<file path="config.mk">
export PLATFORM = sky130hd
export DESIGN_NAME = fe_miss_acct
export DESIGN_NICKNAME = d
export VERILOG_FILES = /design/src/rtl/fe_miss_acct_pkg.sv /design/src/rtl/fe_miss_entry.sv /design/src/rtl/fe_miss_mark.sv /design/src/rtl/fe_br_penalty.sv /design/src/rtl/fe_miss_acct.sv
export SDC_FILE = /design/constraint.sdc
export NUM_CORES = 1
export LEC_CHECK = 0
export BUFFER_PORTS_ARGS = -buffer_cell sky130_fd_sc_hd__buf_2
export CAP_MARGIN = 20
export CELL_PAD_IN_SITES_DETAIL_PLACEMENT = 1
export CELL_PAD_IN_SITES_GLOBAL_PLACEMENT = 2
export CORE_MARGIN = 2
export CORE_UTILIZATION = 33
export CTS_BUF_LIST = sky130_fd_sc_hd__clkbuf_8
export CTS_CLUSTER_SIZE = 20
export DETAILED_ROUTE_END_ITERATION = 10
export PLACE_DENSITY = 0.77
export SETUP_SLACK_MARGIN = 0.3
export SYNTH_ARGS = -nofsm -noshare
export SYNTH_HDL_FRONTEND = slang
export SYNTH_HIERARCHICAL = 1
export SYNTH_SLANG_ARGS = --single-unit
</file>
<file path="constraint.sdc">
create_clock -name clk -period 2.5 [get_ports clk]
set_input_delay 0.375 -clock clk [delete_from_list [all_inputs] [get_ports clk]]
set_output_delay 0.375 -clock clk [all_outputs]
set_load 0.03 [all_outputs]
</file>
<file path="src/rtl/fe_miss_acct_pkg.sv">
package fe_miss_acct_pkg;
  localparam int NUM_CLASS = 3;
  localparam int CLS_I1    = 0;
  localparam int CLS_I2    = 1;
  localparam int CLS_ITLB  = 2;

  typedef enum logic [1:0] {
    BP_IDLE  = 2'd0,
    BP_RUN   = 2'd1,
    BP_DRAIN = 2'd2,
    BP_HELD  = 2'd3
  } bp_state_e;
endpackage

</file>
<file path="src/rtl/fe_miss_entry.sv">
module fe_miss_entry #(
  parameter int SW = 16,
  parameter int GW = 32
) (
  input  logic          clk,
  input  logic          rst_n,
  input  logic          miss,
  input  logic          commit,
  input  logic          drop,
  output logic [SW-1:0] shared_q,
  output logic [GW-1:0] glob_q
);
  function automatic logic [SW-1:0] entry_next(input logic [SW-1:0] cur,
                                               input logic inc,
                                               input logic restart);
    logic [SW-1:0] step;
    step = SW'(inc);
    return restart ? step : cur + step;
  endfunction

  function automatic logic [GW-1:0] glob_next(input logic [GW-1:0] g,
                                              input logic [SW-1:0] s);
    return g + GW'(s);
  endfunction

  logic restart;
  assign restart = commit | drop;

  always_ff @(posedge clk) begin
    if (!rst_n) begin
      shared_q <= '0;
      glob_q   <= '0;
    end else begin
      shared_q <= entry_next(shared_q, miss, restart);
      if (commit) glob_q <= glob_next(glob_q, shared_q);
    end
  end

  // committed entry is added to the global counter
  a_r4_commit_adds: assert property (@(posedge clk) disable iff (!rst_n)
    commit |=> glob_q == $past(glob_q) + GW'($past(shared_q)));
  // without commit the global counter holds
  a_r6_glob_holds: assert property (@(posedge clk) disable iff (!rst_n)
    !commit |=> $stable(glob_q));
  // new miss cycle lands in freshly cleared entry
  a_r5_miss_lands: assert property (@(posedge clk) disable iff (!rst_n)
    (restart && miss) |=> shared_q == SW'(1));
  // discard without a miss leaves an empty entry
  a_r8_entry_cleared: assert property (@(posedge clk) disable iff (!rst_n)
    (restart && !miss) |=> shared_q == '0);
endmodule

</file>
<file path="src/rtl/fe_miss_mark.sv">
module fe_miss_mark (
  input  logic clk,
  input  logic rst_n,
  input  logic miss_any,
  input  logic disp_valid,
  output logic disp_tag
);
  logic pend_q;

  assign disp_tag = disp_valid & pend_q & ~miss_any;

  always_ff @(posedge clk) begin
    if (!rst_n)          pend_q <= 1'b0;
    else if (miss_any)   pend_q <= 1'b1;
    else if (disp_valid) pend_q <= 1'b0;
  end

  // no mark while a miss is still in progress
  a_r3_no_tag_in_miss: assert property (@(posedge clk) disable iff (!rst_n)
    disp_tag |-> !miss_any);
  // only one mark per miss episode
  a_r3_single_tag: assert property (@(posedge clk) disable iff (!rst_n)
    (disp_valid && !miss_any) |=> !disp_tag);
endmodule

</file>
<file path="src/rtl/fe_br_penalty.sv">
module fe_br_penalty
  import fe_miss_acct_pkg::*;
#(
  parameter int SW = 16,
  parameter int GW = 32
) (
  input  logic          clk,
  input  logic          rst_n,
  input  logic          disp_valid,
  input  logic          disp_br_bad,
  input  logic          fetch_redirect,
  input  logic          flush,
  output logic [GW-1:0] cnt_br
);
  bp_state_e     st_q;
  logic [SW-1:0] spec_q;
  logic          counting;

  function automatic logic [GW-1:0] br_next(input logic [GW-1:0] g,
                                            input logic [SW-1:0] p);
    return g + GW'(p);
  endfunction

  always_comb begin
    unique case (st_q)
      BP_RUN:   counting = 1'b1;
      BP_DRAIN: counting = !disp_valid;
      default:  counting = 1'b0;
    endcase
  end

  always_ff @(posedge clk) begin
    if (!rst_n) begin
      st_q   <= BP_IDLE;
      spec_q <= '0;
      cnt_br <= '0;
    end else if (flush) begin
      cnt_br <= br_next(cnt_br, spec_q);
      spec_q <= '0;
      st_q   <= BP_IDLE;
    end else begin
      if (counting) spec_q <= spec_q + SW'(1);
      unique case (st_q)
        BP_IDLE: if (disp_valid && disp_br_bad) begin
          st_q   <= BP_RUN;
          spec_q <= '0;
        end
        BP_RUN:   if (fetch_redirect) st_q <= BP_DRAIN;
        BP_DRAIN: if (disp_valid) st_q <= BP_HELD;
        default:  st_q <= st_q;
      endcase
    end
  end

  // branch counter moves only on a mispredicted retire
  a_r7_br_only_on_flush: assert property (@(posedge clk) disable iff (!rst_n)
    !flush |=> $stable(cnt_br));
  // speculative register frozen once correct path dispatched
  a_r7_held_frozen: assert property (@(posedge clk) disable iff (!rst_n)
    (st_q == BP_HELD && !flush) |=> $stable(spec_q));
  // flush clears the speculative register
  a_r7_flush_clears: assert property (@(posedge clk) disable iff (!rst_n)
    flush |=> (spec_q == '0 && st_q == BP_IDLE));
endmodule

</file>
<file path="src/rtl/fe_miss_acct.sv">
module fe_miss_acct
  import fe_miss_acct_pkg::*;
#(
  parameter int SW = 16,
  parameter int GW = 32
) (
  input  logic          clk,
  input  logic          rst_n,
  input  logic          miss_i1,
  input  logic          miss_i2,
  input  logic          miss_itlb,
  input  logic          disp_valid,
  input  logic          disp_br_bad,
  input  logic          fetch_redirect,
  input  logic          ret_valid,
  input  logic          ret_tag,
  input  logic          ret_br_bad,
  output logic          disp_tag,
  output logic          ret_tag_clr,
  output logic [GW-1:0] cnt_i1,
  output logic [GW-1:0] cnt_i2,
  output logic [GW-1:0] cnt_itlb,
  output logic [GW-1:0] cnt_br
);
  logic [NUM_CLASS-1:0] miss_v;
  logic                 miss_any;
  logic                 commit_ev;
  logic                 flush_ev;
  logic [SW-1:0]        shared_a [NUM_CLASS];
  logic [GW-1:0]        glob_a   [NUM_CLASS];

  assign miss_v[CLS_I1]   = miss_i1;
  assign miss_v[CLS_I2]   = miss_i2;
  assign miss_v[CLS_ITLB] = miss_itlb;
  assign miss_any         = |miss_v;
  assign commit_ev        = ret_valid & ret_tag;
  assign flush_ev         = ret_valid & ret_br_bad;
  assign ret_tag_clr      = commit_ev;

  for (genvar k = 0; k < NUM_CLASS; k++) begin : g_cls
    fe_miss_entry #(.SW(SW), .GW(GW)) u_entry (
      .clk      (clk),
      .rst_n    (rst_n),
      .miss     (miss_v[k]),
      .commit   (commit_ev),
      .drop     (flush_ev),
      .shared_q (shared_a[k]),
      .glob_q   (glob_a[k])
    );
  end

  assign cnt_i1   = glob_a[CLS_I1];
  assign cnt_i2   = glob_a[CLS_I2];
  assign cnt_itlb = glob_a[CLS_ITLB];

  fe_miss_mark u_mark (
    .clk        (clk),
    .rst_n      (rst_n),
    .miss_any   (miss_any),
    .disp_valid (disp_valid),
    .disp_tag   (disp_tag)
  );

  fe_br_penalty #(.SW(SW), .GW(GW)) u_br (
    .clk            (clk),
    .rst_n          (rst_n),
    .disp_valid     (disp_valid),
    .disp_br_bad    (disp_br_bad),
    .fetch_redirect (fetch_redirect),
    .flush          (flush_ev),
    .cnt_br         (cnt_br)
  );

  // mark clear follows a marked retire
  a_r9_clr_follows: assert property (@(posedge clk) disable iff (!rst_n)
    ret_tag_clr |-> (ret_valid && ret_tag));
  // counters are zero in the cycle after reset
  a_r1_reset_zero: assert property (@(posedge clk)
    !rst_n |=> (cnt_i1 == '0 && cnt_i2 == '0 && cnt_itlb == '0 && cnt_br == '0));
endmodule

</file>
==> metrics.txt <==
Core Region 36300 um^2; flops & latches, synth 195; placed inst area between 10000 and 15000 um^2; CTS root buf clkbuf_8; share of power burned in registers a little under three fifths; Post-route DRC 0; TNS Setup 0 ns; Async S/R FF share, synth 0%; number of max-cap violations 0; WL per Instance between 15 and 20 um; sequential-to-total area share from yosys stat 32.3%; outcome finished clean; fin crit share 94.0%; VDD IR max 325 uV; largest net degree at the start of global routing 60; Hold Violations, Final 0; max-slew violations 0; CP arrival about 2.8 ns; total I/O pin count 141; Clock Latency Late Sink ~0.5 ns; most frequent cells in the layout nand2_1 (162), dfxtp_1 (142), buf_2 (139), nor2_1 (132), nand3_1 (91); layout cells sized above 1 31.0%; crit-path cells ha_4, fa_2, a21o_2, a221oi_2, nand3b_1, o211a_1, buf_12, nor3_1, xor2_1, and2_1; buffers plus inverters on the worst setup path 1; vias in the first global route 11382; Synth top area share 32.3%; mux contribution to synthesized area 4.48%; CTS tree built; worst-case clock buffer depth 2; DR pass1 iterations 5; number of synthesized flops with an enable pin 0; Worst path slowest cell dfxtp_4; Synth Area in Simple Gates 26.9%; most common cell after layout, fill and taps aside nand2_1; Synth Flop Type dfxtp_1; synth warn 6; Hold Crit Class input pin to register; Final setup viols 0; via count 11302; total power draw 5.69 mW; Leak 5.86 nW; Initial Util between 30% and 40%; area added between synthesis and finish 26.6%; fin area 15300 um^2; Die X 195 um; die area 38200 um^2; Worst Tran Pin Value 0.606 ns; Power Dens Cells 372 nW/um^2; CP Class register to register; GPL Wtd Cong 0.790; CP max stage delay 0.37 ns; H-tree depth 4; Avg Cell Area, Syn 8.37 um^2; Synth Area in Adders 8.33%; vias per cell approximately 5.4; sw frac 28.3%; Cells after Synth 1443; net count of the finished layout 1717; fin crit period 2.35 ns; largest family of logic cells by synthesized area simple AND/OR/NAND/NOR gates; total routed wirelength 37.5 mm; RSZ-0062 raised after global routing true; Post-Syn Area 12100 um^2; skew final between 0.015 and 0.02 ns; syn_nets 1532; CTS Hold Buffers Added 0; leading area contributor after synthesis dfxtp_1; site row count 70; GRT Overall Usage around a fifth; top post-synthesis cells by area dfxtp_1 (32%), ha_1 (7.7%), nand2_1 (5.1%); Post-Synth XOR/XNOR Area 6.71%; port bufs 140; clock network fraction of total power 38.2%; TritonCTS Sinks 195; Gate power share 6.7%; Max Fanout on Critical Path 10; fmax 426 MHz; DR iter-0 viols 307; Internal 4.08 mW; cts bufs inserted 17; die height 195 um; grt ovf 0; Rel. slew slack 59.5%; complex-gate fraction of the synthesized area 18.3%; clock transition at the registers of the reported paths 0.12 ns; antenna violations before repair 1; Psw 1.61 mW; CP endpoint kind register; Top delay family on crit path compound AO/OA/AOI/OAI gates; Synth cell types 69; Routed Antenna Nets 0; first-pass GRT wire length 60.3 mm; Post-DP HPWL 26.7 mm; startpoint types register; WP data required 2.91 ns
## repair_timing
item,in CTS,in global routing
gates resized for setup,80,190
gates cloned,1,4
setup endpoints to repair,76,91
pin swaps,35,79
endpoints found under the hold margin,0,0
buffers inserted,19,24
## state kept, by name (all words and copies together), names as in the netlist
signal,count
g_cls.u_entry/glob_q,96
g_cls.u_entry/shared_q,48
u_br/cnt_br,32
u_br/spec_q,16
u_br/st_q,2
u_mark/pend_q,1
## tightest hold or removal path, stage by stage
cell and delay, ns:
buf_2 0.12, o21ai_0 0.08, a21oi_1 0.07
## worst paths after layout
| path | endpoint | from | slack (ns) | depth (start not counted) |
|---|---|---|---|---|
| min reg2reg | g_cls[1].u_entry/glob_q[31] | g_cls[1].u_entry/glob_q[31] | 0.48 | 2 |
| max | u_br/cnt_br[20] | u_br/cnt_br[0] | 0.15 | 10 |
| min | g_cls[0].u_entry/shared_q[0] | miss_i1 | 0.17 | 3 |
| max reg2reg | u_br/cnt_br[20] | u_br/cnt_br[0] | 0.15 | 10 |
## area by class of cell
cell class              instances  area [um^2]
diodes                          1         2.50
clock buffers                  18          248
clock inverters                14          140
fillers                      4285        21100
inverters                      18         67.6
multi-input cells            1175         8790
flip-flops and latches        195         4010
well taps                     468          586
repair buffers                221         1450
## layer usage
layer	share of wire, %	wire, um	GRT usage [%]	vias to the layer above
li1	-	-	-	5600
met1	49	18200	25.6	5556
met2	47	17800	32.5	118
met3	2.9	1080	3.44	28
met4	1.1	430	4.86	0
met5	0	0	0	-
## power by group through the flow
stage	clock network (mW)	registers, mW	logic, mW
floorplan	0	3.23	0.206
global placement	0	3.21	0.360
detailed placement	0	3.21	0.366
CTS	2.30	3.14	0.379
global route	2.40	3.14	0.420
finish	2.17	3.13	0.383
## cells in the mapped netlist (9+ instances only)
master and number:
ha_1 74, nor3_1 30, nand3_1 91, and3_1 31, o21a_1 11, xnor2_1 32, dfxtp_1 195, clkbuf_1 26
nor2b_1 16, and2_1 12, buf_6 9, or3_1 33, a211oi_1 15, o21bai_1 14, nand4_1 43, nand4b_1 12
o22ai_1 9, xor2_1 55, nand2_1 163, nor2_1 136, a21o_1 16, and4_1 9, a21oi_1 87, inv_1 15
nand2b_1 30, o211ai_1 17, mux2i_1 53, o21ai_0 66, buf_1 9, o21ai_2 17
## cell families after synthesis
group                      after synthesis
DFF                                    195
xor gates and xnor gates                90
AOI/OAI and AO/OA                      315
muxes                                   54
buffers and inverters                   73
adders and majority gates               78
and+or+nand+nor                        638
## metrics by stage
stage / std cells / utilization [%] / hold WS [ns] / worst slack (ns)
4_1_cts: 2081 / 39.4 / 0.119 / 0.142
3_3_place_gp: 2029 / 37.0 / 0.450 / 0.188
2_1_floorplan: 1443 / - / 0.447 / 0.236
3_5_place_dp: 2029 / 37.0 / 0.468 / 0.153
5_1_grt: 2109 / 42.1 / 0.137 / 0.0534
6_report: 2110 / 42.1 / 0.173 / 0.150
Power figures use the tool's default switching activity.
